### config.mk
export PLATFORM = sky130hd
export DESIGN_NAME = lsp_phase_top
export DESIGN_NICKNAME = d
export VERILOG_FILES = /design/src/rtl/lsp_pkg.sv /design/src/rtl/lsp_pick.sv /design/src/rtl/lsp_deadband.sv /design/src/rtl/lsp_phase_top.sv
export SDC_FILE = /design/constraint.sdc
export NUM_CORES = 1
export LEC_CHECK = 0
export BUFFER_PORTS_ARGS = -buffer_cell sky130_fd_sc_hd__buf_2
export CORE_MARGIN = 1
export CORE_UTILIZATION = 50
export DETAILED_ROUTE_END_ITERATION = 10
export PLACE_DENSITY = 0.67
export REMOVE_ABC_BUFFERS = 1
export SETUP_SLACK_MARGIN = 0.3
export SLEW_MARGIN = 20
export SYNTH_ARGS = -nofsm -noshare
export SYNTH_HDL_FRONTEND = slang
export SYNTH_SLANG_ARGS = --single-unit
### constraint.sdc
create_clock -name clk -period 14.6 [get_ports clk]
set_clock_uncertainty 0.2 [all_clocks]
set_input_delay 2.19 -clock clk [delete_from_list [all_inputs] [get_ports clk]]
set_output_delay 2.19 -clock clk [all_outputs]
set_load 0.02 [all_outputs]
### src/rtl/lsp_pkg.sv
package lsp_pkg;

   localparam int SW_N     = 4;
   localparam int CAND_MAX = 3;

   typedef logic [SW_N-1:0] sw_vec_t;
   typedef logic signed [1:0] eff_t;
   typedef logic signed [2:0] score_t;

   typedef enum logic [1:0] {
      FLG_BAND  = 2'b00,
      FLG_LOW   = 2'b01,
      FLG_HIGH  = 2'b10,
      FLG_BAND2 = 2'b11
   } cap_flag_e;

   typedef struct packed {
      logic [1:0]             n;
      sw_vec_t [CAND_MAX-1:0] c;
   } cand_set_t;

   function automatic cand_set_t cand_of(input logic [2:0] lvl);
      cand_set_t r;
      r = '0;
      case (lvl)
         3'd0: begin r.n = 2'd1; r.c[0] = 4'b0000; end
         3'd1: begin r.n = 2'd3; r.c[0] = 4'b0001; r.c[1] = 4'b0110; r.c[2] = 4'b1010; end
         3'd2: begin r.n = 2'd2; r.c[0] = 4'b1000; r.c[1] = 4'b0100; end
         3'd3: begin r.n = 2'd3; r.c[0] = 4'b0101; r.c[1] = 4'b1001; r.c[2] = 4'b1110; end
         3'd4: begin r.n = 2'd1; r.c[0] = 4'b1111; end
         default: r.n = 2'd0;
      endcase
      return r;
   endfunction

   // effect on C1 for positive current: +1 charge, -1 drain, 0 none
   function automatic eff_t c1_eff(input sw_vec_t s);
      case (s)
         4'b1010, 4'b1000, 4'b1001: return 2'sb01;
         4'b0110, 4'b0100, 4'b0101: return 2'sb11;
         default:                   return 2'sb00;
      endcase
   endfunction

   function automatic eff_t c2_eff(input sw_vec_t s);
      case (s)
         4'b0110, 4'b1010, 4'b1110: return 2'sb01;
         4'b0001, 4'b0101, 4'b1001: return 2'sb11;
         default:                   return 2'sb00;
      endcase
   endfunction

   function automatic eff_t contrib(input eff_t e, input logic [1:0] flg,
                                    input logic en, input logic neg);
      eff_t d;
      d = neg ? -e : e;
      if (!en) return 2'sb00;
      case (cap_flag_e'(flg))
         FLG_LOW:  return d;
         FLG_HIGH: return -d;
         default:  return 2'sb00;
      endcase
   endfunction

   // level produced by a vector, used only by checks
   function automatic logic [2:0] lvl_of(input sw_vec_t s);
      case (s)
         4'b0000:                   return 3'd0;
         4'b0001, 4'b0110, 4'b1010: return 3'd1;
         4'b1000, 4'b0100:          return 3'd2;
         4'b0101, 4'b1001, 4'b1110: return 3'd3;
         4'b1111:                   return 3'd4;
         default:                   return 3'd7;
      endcase
   endfunction

endpackage

### src/rtl/lsp_pick.sv
module lsp_pick
   import lsp_pkg::*;
(
   input  logic [2:0] lvl_req,
   input  logic       i_neg,
   input  logic [1:0] c1_flag,
   input  logic [1:0] c2_flag,
   input  logic       c1_bal_en,
   input  logic       c2_bal_en,
   input  sw_vec_t    cur,
   output sw_vec_t    nxt,
   output logic       lvl_ok
);

   cand_set_t cs;
   score_t    sc [CAND_MAX];

   assign cs     = cand_of(lvl_req);
   assign lvl_ok = (cs.n != 2'd0);

   for (genvar k = 0; k < CAND_MAX; k++) begin : g_score
      eff_t p1, p2;
      assign p1    = contrib(c1_eff(cs.c[k]), c1_flag, c1_bal_en, i_neg);
      assign p2    = contrib(c2_eff(cs.c[k]), c2_flag, c2_bal_en, i_neg);
      assign sc[k] = $signed({p1[1], p1}) + $signed({p2[1], p2});
   end

   logic [1:0] best_i;
   score_t     best_s;
   logic       keep;

   always_comb begin
      best_i = 2'd0;
      best_s = sc[0];
      for (int i = 1; i < CAND_MAX; i++) begin
         if (2'(i) < cs.n && sc[i] > best_s) begin
            best_i = 2'(i);
            best_s = sc[i];
         end
      end
      keep = 1'b0;
      for (int i = 0; i < CAND_MAX; i++) begin
         if (2'(i) < cs.n && cs.c[i] == cur && sc[i] == best_s) keep = 1'b1;
      end
      nxt = keep ? cur : cs.c[best_i];
   end

endmodule

### src/rtl/lsp_deadband.sv
module lsp_deadband #(
   parameter int DEAD_CYC = 300
) (
   input  logic clk,
   input  logic rst_n,
   input  logic tgt,
   output logic g_hi,
   output logic g_lo
);

   localparam int CW = $clog2(DEAD_CYC + 1);

   logic          applied;
   logic [CW-1:0] cnt;

   always_ff @(posedge clk) begin
      if (!rst_n) begin
         applied <= 1'b0;
         cnt     <= '0;
      end else if (cnt != '0) begin
         cnt <= cnt - 1'b1;
      end else if (tgt != applied) begin
         applied <= tgt;
         cnt     <= CW'(DEAD_CYC);
      end
   end

   assign g_hi = (cnt == '0) &  applied;
   assign g_lo = (cnt == '0) & ~applied;

   // a gate only turns on after a cycle with its partner off
   a_r11_hi_gap: assert property (@(posedge clk) disable iff (!rst_n)
      $rose(g_hi) |-> $past(!g_lo));
   a_r11_lo_gap: assert property (@(posedge clk) disable iff (!rst_n)
      $rose(g_lo) |-> $past(!g_hi));

endmodule

### src/rtl/lsp_phase_top.sv
module lsp_phase_top
   import lsp_pkg::*;
#(
   parameter int DEAD_CYC = 300
) (
   input  logic       clk,
   input  logic       rst_n,
   input  logic       smp,
   input  logic [2:0] lvl_req,
   input  logic       i_neg,
   input  logic [1:0] c1_flag,
   input  logic [1:0] c2_flag,
   input  logic       c1_bal_en,
   input  logic       c2_bal_en,
   output logic [3:0] gate_hi,
   output logic [3:0] gate_lo
);

   if (DEAD_CYC < 1) begin : g_bad_dead
      $error("DEAD_CYC must be at least 1");
   end

   sw_vec_t state_q, nxt;
   logic    lvl_ok;

   lsp_pick u_pick (
      .lvl_req   (lvl_req),
      .i_neg     (i_neg),
      .c1_flag   (c1_flag),
      .c2_flag   (c2_flag),
      .c1_bal_en (c1_bal_en),
      .c2_bal_en (c2_bal_en),
      .cur       (state_q),
      .nxt       (nxt),
      .lvl_ok    (lvl_ok)
   );

   always_ff @(posedge clk) begin
      if (!rst_n)              state_q <= '0;
      else if (smp && lvl_ok)  state_q <= nxt;
   end

   for (genvar p = 0; p < SW_N; p++) begin : g_pair
      lsp_deadband #(.DEAD_CYC(DEAD_CYC)) u_db (
         .clk   (clk),
         .rst_n (rst_n),
         .tgt   (state_q[p]),
         .g_hi  (gate_hi[p]),
         .g_lo  (gate_lo[p])
      );
   end

   // stored vector produces the requested level
   a_r2_level_match: assert property (@(posedge clk) disable iff (!rst_n)
      (smp && lvl_req <= 3'd4) |=> (lvl_of(state_q) == $past(lvl_req)));
   a_r10_hold: assert property (@(posedge clk) disable iff (!rst_n)
      !smp |=> $stable(state_q));
   a_r12_bad_level: assert property (@(posedge clk) disable iff (!rst_n)
      (smp && lvl_req > 3'd4) |=> $stable(state_q));

endmodule

==> results of run 1 <==
## where the power goes
part	total, mW	internal (mW)	switching [mW]	leakage, nW
clock network	0.0980	0.0560	0.0420	0.0614
registers	0.199	0.162	0.0375	0.362
logic	0.283	0.122	0.160	1.04
## placed cells by master (no fill, tap or decap), types with 6 or more instances in the layout
master	Yosys	routed
inv_1	24	24
ha_1	17	17
a211oi_1	11	11
o21ai_0	9	9
nand2_1	48	48
xor2_1	7	7
xnor2_1	15	15
nand3_1	10	10
a31oi_1	7	7
nor3_1	18	18
nand2b_1	9	9
buf_2	5	20
a21oi_1	31	31
nor2_1	52	52
dfxtp_1	44	44
mux2i_1	13	13
nor2b_1	9	9
or3_1	11	11
clkbuf_8	0	6
## logic make-up (layout without fill, tap and decap cells)
kind of cell	after synthesis	in the layout
flops	44	44
fa+ha+maj	22	22
compound gates	85	85
simple gates	189	189
buf+inv	49	52
xor+xnor	22	22
mux	17	17
## cells in the mapped netlist, types with 3 or more instances
library cell | number | area, µm²
or3_1 | 11 | 68.8
nand2b_1 | 9 | 56.3
o21ai_1 | 3 | 15.0
nor2b_1 | 9 | 56.3
dfxtp_1 | 44 | 881
clkbuf_1 | 10 | 37.5
buf_4 | 8 | 60.1
o211ai_1 | 4 | 30.0
xor2_1 | 7 | 61.3
or2_2 | 5 | 31.3
nor3_1 | 18 | 90.1
a211oi_1 | 11 | 82.6
or4_1 | 5 | 37.5
nand2_1 | 48 | 180
inv_1 | 24 | 90.1
a21oi_1 | 31 | 155
nor2_1 | 52 | 195
ha_1 | 17 | 213
and2_1 | 5 | 31.3
a31oi_1 | 7 | 43.8
mux2_2 | 4 | 45.0
o21ai_0 | 9 | 45.0
mux2i_1 | 13 | 130
nand3_1 | 10 | 50.1
buf_2 | 5 | 25.0
fa_1 | 5 | 100
xnor2_1 | 15 | 131
## sequential cells by signal (all words and copies together) (netlist names)
| name | flops |
|---|---|
| g_pair.u_db.applied | 4 |
| g_pair.u_db.cnt | 36 |
| state_q | 4 |
## per-stage QoR
stage               hold slack (ns)  utilization  setup WS [ns]  total power [mW]  cell area, µm²
floorplan                     0.248            -           7.57             0.424            3140
global placement              0.265        0.526           7.13             0.476            3340
detailed placement            0.271        0.526           6.91             0.483            3340
CTS                           0.284        0.545           7.20             0.583            3460
global route                  0.298        0.545           6.63             0.636            3460
finish                        0.284        0.545           7.06             0.580            3460
## per-layer routing
layer | part of all wire | wire, µm
met4 | 0.0096 | 65
met1 | 0.50 | 3400
met3 | 0.034 | 230
met5 | 0 | 0
met2 | 0.46 | 3110
## worst max-delay path: stages
cell and delay [ns]:
buf_2 0.27, nand2b_1 0.21, nor3b_1 0.38, o21a_1 0.23, ha_1 0.21, inv_1 0.06
fa_1 0.55, inv_1 0.09, ha_1 0.30, nor2b_1 0.15, o311a_1 0.37, o21ai_1 0.46
a21oi_1 0.17, ha_1 0.37, nand2b_1 0.12, nand3_1 0.11, a31oi_1 0.48, a311oi_1 0.09
a211oi_1 0.28, o311ai_2 0.23, mux2i_1 0.16
## area by class of cell
| type | count | area share |
|---|---|---|
| timing repair buffer | 20 | 0.0289 |
| inverter | 24 | 0.0260 |
| clock inverter | 2 | 0.0112 |
| clock buffer | 6 | 0.0239 |
| tap | 77 | 0.0278 |
| sequential | 44 | 0.255 |
| multi-input combinational | 335 | 0.627 |
## final timing paths
check	cells after the start	to	slack (ns)	from
max	21	state_q[3]$_SDFFE_PN0P_	7.06	lvl_req[0]
min	2	g_pair[0].u_db.cnt[6]$_SDFFE_PN0P_	0.28	g_pair[0].u_db.cnt[6]$_SDFFE_PN0P_
max reg2reg	9	g_pair[3].u_db.cnt[2]$_SDFFE_PN0P_	12.04	g_pair[3].u_db.cnt[0]$_SDFFE_PN0P_
min reg2reg	2	g_pair[0].u_db.cnt[6]$_SDFFE_PN0P_	0.28	g_pair[0].u_db.cnt[6]$_SDFFE_PN0P_
==> run summary, run 1 <==
Peak VDD IR - 0.0918 mV
Worst Tran Pin Value - 0.964 ns
Cells after synthesis - 428
Worst slew margin - 0.357
Final hold violations - 0
TritonCTS clock tree - yes
Final GP Congestion - 0.871
XOR/XNOR share of the synthesized area - 0.0589
CP required - 14.56 ns
Status - complete, no violations
Final WL - 6810 µm
Clock latency on the worst-skew pair - 0.29 ns
Dpl hpwl - 5070 µm
Max Cap Viol - 0
Row cnt - 29
Final Critical Period - 7.54 ns
Final count of negative-setup-slack endpoints - 0
Sequential cell area fraction in the yosys report - 0.269
CP max FO - 16
Clock transition time at the flip-flop clock pins of the worst setup and hold paths - 0.09 ns
IO buf count - 20
Grt met2 use - 0.327
TritonCTS buffer count - 5
Fin cells - 508
First-pass GRT wire length - 11900 µm
1st-pass router iterations - 4
Max Clock Freq - 133 MHz
Post-route ant nets - 0
Initial drt markers - 167
Cell area power density - 168 nW/µm²
Met1 Use GR - 0.290
Reg area - 881 µm²
H-tree depth - 2
Final period util - 0.517
Synth Flop Type - dfxtp_1
Unrepaired setup endpoints after global routing - false
Vias in the first global route - 2664
Worst EP arrival - 7.50 ns
Share of cells above drive strength 1 - 0.0998
Post-Syn Area - 3270 µm²
Area of the multi-input gates - 2170 µm²
Chip height - 82.9 µm
Share of synthesized registers carrying an async set or reset - 0
Critical path startpoint category - primary input
Setup tns final - 0 ns
Routed via count - 2848
Setup bufs post-CTS - 0
Slew Limit Fails - 0
Flops & latches, synth - 44
DRC viols - 0
Clock Sink Count - 44
Root buffer cell - clkbuf_8
GRT Max-Usage Layer - met2
Main combinational cell family by area after synthesis - simple AND/OR/NAND/NOR gates
Die ar. - 6870 µm²
Kind of critical path - in2reg
Post-synthesis adder-cell area fraction - 0.0956
Synth unique cells - 57
Synth Area in Compound Gates - 0.168
# IOs - 21
Simple-Gate Fraction of Synth Area - 0.288
DIE WIDTH - 82.9 µm
DR vias/cell - 5.61
Routed wire per std cell - 13.4 µm
Cells resized by post-CTS repair - 0
Initial antenna violation count - 0
Syn_area_per_cell - 7.64 µm²
Synthesis-to-layout area growth - 5.74%
Largest net degree at the start of global routing - 32
Clock buffer depth - 2
N_diodes - 0
Met3 GRT Util - 0.0278
Placed Cells incl. Taps - 500
Initial Util - 0.515
GRT Util Overall - 0.204
P_leak - 1.46 nW
Mux cell area share after synthesis - 0.0535
# hold bufs at CTS - 0
Yosys warns - 0
Placeable Area - 6350 µm²
CP endpoint kind - register
Post-synth EDFFs - 0
GRT overflow - 0
Nets - 465
Fillers - 615
Hold crit path type - reg2reg
Power figures use the tool's default switching activity.
==> run 2: changes to the inputs <==
- PLACE_DENSITY: 0.67 -> 0.69
- clock period: 14.6 -> 6.3 ns (I/O delays scaled with it)
==> run 2 against run 1 <==
Against the previous run:
- setup slack got worse by 6.5 ns
- die area did not move
- first-iteration DRC count is 24% higher
- critical path depth up 3
- wire length up 1.9%
- final cell count increased by 2.6%
- clock power is 130% higher
- register-to-register slack worse by 8.3 ns
- clock-buffer cell count did not move
- critical endpoint is now state_q[2]$_SDFFE_PN0P_
==> run summary, run 2 (synthesis gave the netlist of run 1 again) <==
Status - complete, no violations (unchanged)
Max Cap Viol - 0 (unchanged)
Placed cell areas - 3400 µm² (was 3340 µm²)
Critical path startpoint category - primary input (unchanged)
First-pass GRT wire length - 12000 µm (was 11900 µm)
DRC viols - 0 (unchanged)
Die ar. - 6870 µm² (unchanged)
CP max FO - 6 (was 16)
H-tree depth - 2 (unchanged)
DIE WIDTH - 82.9 µm (unchanged)
Vias in the first global route - 2783 (was 2664)
Kind of critical path - in2reg (unchanged)
Share of cells above drive strength 1 - 0.142 (was 0.0998)
N_diodes - 0 (unchanged)
Final WL - 6940 µm (was 6810 µm)
Worst Tran Pin Value - 0.988 ns (was 0.964 ns)
Initial antenna violation count - 0 (unchanged)
Initial Util - 0.515 (unchanged)
Final GP Congestion - 0.961 (was 0.871)
Routed via count - 2919 (was 2848)
GRT overflow - 0 (unchanged)
Max reg flops - 36 (unchanged)
Pint - 0.797 mW (was 0.340 mW)
Dpl hpwl - 5150 µm (was 5070 µm)
Final Critical Period - 5.78 ns
Cell area power density - 376 nW/µm² (was 168 nW/µm²)
Clock transition time at the flip-flop clock pins of the worst setup and hold paths - 0.09 ns (about the same)
End-of-flow core utilization - 0.569 (was 0.545)
Comb pwr share - 0.492 (was 0.488)
IO buf count - 20 (unchanged)
Chip height - 82.9 µm (unchanged)
# hold bufs at CTS - 0 (unchanged)
1st-pass router iterations - 4 (unchanged)
Setup tns final - 0 ns (unchanged)
Clock latency on the worst-skew pair - 0.29 ns (about the same)
Final period util - 0.917
Peak VDD IR - 0.217 mV (was 0.0918 mV)
Clock power share - 0.168 (was 0.169)
Flop pwr share - 0.341 (was 0.343)
Clock buffer depth - 2 (unchanged)
Row cnt - 29 (unchanged)
Post-route cell area - 3610 µm² (was 3460 µm²)
Unrepaired setup endpoints after global routing - false (unchanged)
Synthesis-to-layout area growth - 10.4% (was 5.74%)
Root buffer cell - clkbuf_8 (unchanged)
Commonest non-fill, non-tap cell in the layout - nor2_1 (unchanged)
Max Clock Freq - 173 MHz
CP endpoint kind - register (unchanged)
DR vias/cell - 5.60 (was 5.61)
Post-route ant nets - 0 (unchanged)
Sw Ratio - 0.413 (was 0.414)
P_leak - 1.53 nW (was 1.46 nW)
Nets - 478 (was 465)
Hold crit path type - reg2reg (unchanged)
Final count of negative-setup-slack endpoints - 0 (unchanged)
P_sw - 0.560 mW (was 0.240 mW)
CP required - 6.32 ns (was 14.56 ns)
Routed wire per std cell - 13.3 µm (was 13.4 µm)
Largest Register - g_pair.u_db.cnt (unchanged)
GRT Util Overall - 0.206 (was 0.204)
Largest net degree at the start of global routing - 32 (unchanged)
Hold slack - 0.291 ns (was 0.284 ns)
Worst EP arrival - 5.80 ns (was 7.50 ns)
Slew Limit Fails - 0 (unchanged)
Initial drt markers - 207 (was 167)
Most frequent cells in the layout - 52 x nor2_1, 48 x nand2_1, 44 x dfxtp_1, 31 x a21oi_1, 24 x inv_1 (unchanged)
Final hold violations - 0 (unchanged)
Placeable Area - 6350 µm² (unchanged)
Largest regs - g_pair.u_db.cnt (36), g_pair.u_db.applied (4), state_q (4) (unchanged)
TritonCTS buffer count - 5 (unchanged)
TritonCTS clock tree - yes (unchanged)
Clock Sink Count - 44 (unchanged)
# IOs - 21 (unchanged)
Worst slew margin - 0.341 (was 0.357)
-- run 2: what timing repair did --
item	4_1_cts	5_1_grt
resized for setup	0	10
setup buffers	0	5
endpoints found under the setup margin	0	4
-- run 2: final timing paths --
check	startpoint	endpoint	slack [ns]	cells past startpoint
max	c1_flag[0]	state_q[2]$_SDFFE_PN0P_	0.52	24
min reg2reg	g_pair[0].u_db.cnt[6]$_SDFFE_PN0P_	g_pair[0].u_db.cnt[6]$_SDFFE_PN0P_	0.29	2
max reg2reg	g_pair[3].u_db.cnt[0]$_SDFFE_PN0P_	g_pair[3].u_db.cnt[2]$_SDFFE_PN0P_	3.76	9
min	g_pair[0].u_db.cnt[6]$_SDFFE_PN0P_	g_pair[0].u_db.cnt[6]$_SDFFE_PN0P_	0.29	2
-- run 2: metal layers --
layer  wire, µm  vias to the layer above  global-route usage
met1       3280                     1330               0.272
li1           -                     1509                   -
met2       3250                       69               0.341
met5          0                        -                   0
met4         87                        0              0.0580
met3        317                       11              0.0398
-- run 2: worst max-delay path, cell delays in order --
cell and delay, ns:
buf_2 0.09, inv_1 0.04, ha_1 0.26, nand2b_2 0.21, or2_2 0.32, nor2_1 0.12, ha_2 0.19, inv_1 0.06
fa_2 0.56, inv_1 0.07, ha_1 0.30, nor2b_1 0.15, o311a_1 0.43, o21ai_2 0.23, nor2_1 0.07, a21oi_1 0.13
ha_1 0.28, nand3_1 0.12, nand3_2 0.13, a31o_4 0.26, nand3_1 0.08, nand3_1 0.12, o311ai_4 0.40, mux2i_1 0.22
-- run 2: layout make-up --
| class | instances | area [µm²] |
|---|---|---|
| Sequential cell | 44 | 881 |
| Timing Repair Buffer | 33 | 198 |
| Multi-Input combinational cell | 335 | 2230 |
| Clock buffer | 6 | 82.6 |
| Clock inverter | 2 | 38.8 |
| Tap cell | 77 | 96.3 |
| Inverter | 24 | 90.1 |
| Fill cell | 603 | 2740 |
-- run 2: power groups by stage --
stage	logic, mW	registers (mW)	clock network [mW]
final	0.667	0.462	0.227
after global routing	0.758	0.478	0.245
after CTS	0.661	0.462	0.233
after detailed placement	0.657	0.468	0
after global placement	0.644	0.463	0
after floorplan	0.536	0.447	0
-- run 2: metrics by stage --
| stage | worst slack, ns | power (mW) | cells |
|---|---|---|---|
| floorplan | 0.515 | 0.982 | 403 |
| global placement | 0.258 | 1.11 | 508 |
| detailed placement | 0.0588 | 1.12 | 508 |
| CTS | 0.348 | 1.36 | 516 |
| global route | 0.249 | 1.48 | 521 |
| finish | 0.521 | 1.36 | 521 |
==> run 3: changes to the inputs <==
- CORE_UTILIZATION: 50 -> 55
- PLACE_DENSITY: 0.69 -> 0.75
==> run 3 against run 2 <==
Against the previous run:
- total power increased by 1.1%
- via count increased by 2.1%
- combinational power increased by 1%
- critical path depth increased by 1
- worst hold slack got worse by 0.0077 ns
- core utilization increased by 7.0 points
- wire length increased by 4.3%
- sequential cell count unchanged
- final cell count decreased by 2.5%
- highest routed layer unchanged
==> run summary, run 3 (synthesis gave the netlist of run 1 again) <==
Worst EP arrival - 5.80 ns (about the same)
Most frequent cells in the layout - 51 x nor2_1, 48 x nand2_1, 44 x dfxtp_1, 31 x a21oi_1, 24 x inv_1 (was 52 x nor2_1, 48 x nand2_1, 44 x dfxtp_1, 31 x a21oi_1, 24 x inv_1)
P_sw - 0.576 mW (was 0.560 mW)
Commonest non-fill, non-tap cell in the layout - nor2_1 (unchanged)
Peak VDD IR - 0.193 mV (was 0.217 mV)
Place WS - 0.00848 ns (was 0.0588 ns)
Worst slew margin - 0.364 (was 0.341)
Final period util - 0.925 (was 0.917)
IO buf count - 20 (unchanged)
Initial drt markers - 170 (was 207)
Initial Util - 0.583 (was 0.515)
Comb pwr share - 0.493 (was 0.492)
Initial antenna violation count - 0 (unchanged)
N_diodes - 0 (unchanged)
DIE WIDTH - 79.1 µm (was 82.9 µm)
Slew Limit Fails - 0 (unchanged)
Clock transition time at the flip-flop clock pins of the worst setup and hold paths - 0.09 ns (about the same)
Hold crit path type - reg2reg (unchanged)
CP endpoint kind - register (unchanged)
Max reg flops - 36 (unchanged)
DRC viols - 0 (unchanged)
Placeable Area - 5610 µm² (was 6350 µm²)
Flop pwr share - 0.337 (was 0.341)
Largest Register - g_pair.u_db.cnt (unchanged)
1st-pass router iterations - 5 (was 4)
DR vias/cell - 5.86 (was 5.60)
Kind of critical path - in2reg (unchanged)
Max Clock Freq - 172 MHz (was 173 MHz)
Sw Ratio - 0.420 (was 0.413)
Row cnt - 27 (was 29)
Setup tns final - 0 ns (unchanged)
Die ar. - 6260 µm² (was 6870 µm²)
Final WL - 7230 µm (was 6940 µm)
Largest regs - g_pair.u_db.cnt (36), g_pair.u_db.applied (4), state_q (4) (unchanged)
Vias in the first global route - 2701 (was 2783)
Dpl hpwl - 5290 µm (was 5150 µm)
GRT Util Overall - 0.238 (was 0.206)
GRT overflow - 0 (unchanged)
Synthesis-to-layout area growth - 9.56% (was 10.4%)
Status - complete, no violations (unchanged)
Final Critical Period - 5.83 ns (was 5.78 ns)
H-tree depth - 2 (unchanged)
Chip height - 79.1 µm (was 82.9 µm)
Routed via count - 2979 (was 2919)
Post-route ant nets - 0 (unchanged)
Share of cells above drive strength 1 - 0.138 (was 0.142)
Final hold violations - 0 (unchanged)
Clock buffer depth - 2 (unchanged)
Final count of negative-setup-slack endpoints - 0 (unchanged)
Clock latency on the worst-skew pair - 0.30 ns (was 0.29 ns)
Worst Tran Pin Value - 0.953 ns (was 0.988 ns)
Root buffer cell - clkbuf_8 (unchanged)
Largest net degree at the start of global routing - 32 (unchanged)
TritonCTS buffer count - 5 (unchanged)
TritonCTS clock tree - yes (unchanged)
Unrepaired setup endpoints after global routing - false (unchanged)
First-pass GRT wire length - 12100 µm (was 12000 µm)
# IOs - 21 (unchanged)
CP max FO - 7 (was 6)
Cell area power density - 383 nW/µm² (was 376 nW/µm²)
Clock Sink Count - 44 (unchanged)
Critical path startpoint category - primary input (unchanged)
Nets - 470 (was 478)
Final worst slack - 0.473 ns (was 0.521 ns)
Final GP Congestion - 0.925 (was 0.961)
Routed wire per std cell - 14.2 µm (was 13.3 µm)
Pint - 0.795 mW (was 0.797 mW)
Max Cap Viol - 0 (unchanged)
P_leak - 1.49 nW (was 1.53 nW)
Fillers - 476 (was 603)
Clock power share - 0.170 (was 0.168)
CP required - 6.28 ns (was 6.32 ns)
[run 3: cell type report]
type,count,area [µm²],share of cell area
clock inverters,2,38.8,0.0108
flip-flops and latches,44,881,0.246
inverters,24,90.1,0.0251
multi-input cells,335,2260,0.632
repair buffers,25,138,0.0384
well taps,72,90.1,0.0251
clock buffers,6,82.6,0.0230
[run 3: through the flow]
step / util / area [µm²] / hold WS [ns] / std cells / total power, mW
finish: 0.639 / 3580 / 0.284 / 508 / 1.37
global route: 0.639 / 3580 / 0.319 / 508 / 1.49
CTS: 0.620 / 3480 / 0.288 / 506 / 1.36
detailed placement: 0.598 / 3350 / 0.275 / 498 / 1.13
global placement: 0.598 / 3350 / 0.260 / 498 / 1.10
floorplan: - / 3140 / 0.248 / 403 / 0.982
[run 3: timing repair]
| action | 4_1_cts | 5_1_grt |
|---|---|---|
| resized for setup | 0 | 16 |
| hold buffers | 0 | 0 |
| hold endpoints to repair | 0 | 0 |
| endpoints found under the setup margin | 0 | 4 |
| setup buffers | 0 | 2 |
[run 3: worst paths after layout]
kind / start / endpoint / slack [ns] / cells after the start
max: c1_flag[0] / state_q[2]$_SDFFE_PN0P_ / 0.47 / 25
min: g_pair[2].u_db.cnt[0]$_SDFFE_PN0P_ / g_pair[2].u_db.cnt[0]$_SDFFE_PN0P_ / 0.28 / 1
max reg2reg: g_pair[3].u_db.cnt[0]$_SDFFE_PN0P_ / g_pair[3].u_db.cnt[3]$_SDFFE_PN0P_ / 3.73 / 8
min reg2reg: g_pair[2].u_db.cnt[0]$_SDFFE_PN0P_ / g_pair[2].u_db.cnt[0]$_SDFFE_PN0P_ / 0.28 / 1
[run 3: critical path, cell delays in order]
cell	delay [ns]
buf_2	0.09
inv_1	0.04
ha_1	0.27
nand2b_1	0.19
or2_2	0.33
nor2_2	0.12
ha_2	0.19
inv_1	0.05
fa_2	0.55
inv_1	0.08
ha_1	0.31
nor2b_1	0.16
o311a_4	0.42
o21ai_4	0.17
buf_4	0.15
nand2_1	0.05
o21ai_0	0.09
ha_1	0.28
nand3_1	0.13
nand3_2	0.13
a31oi_4	0.28
a311oi_1	0.11
a211oi_2	0.30
o311ai_4	0.20
mux2i_1	0.15
[run 3: power groups by stage]
stage	logic (mW)	clock network (mW)	registers, mW
final	0.676	0.233	0.462
after global routing	0.766	0.248	0.478
after CTS	0.665	0.237	0.461
after detailed placement	0.660	0	0.467
after global placement	0.639	0	0.462
after floorplan	0.536	0	0.447
[run 3: layer usage]
layer	wire, µm	vias up	track usage	part of all wire
li1	-	1500	-	-
met1	3310	1402	0.310	0.46
met2	3500	68	0.411	0.48
met3	348	9	0.0345	0.048
met4	71	0	0.0545	0.0098
met5	0	-	0	0
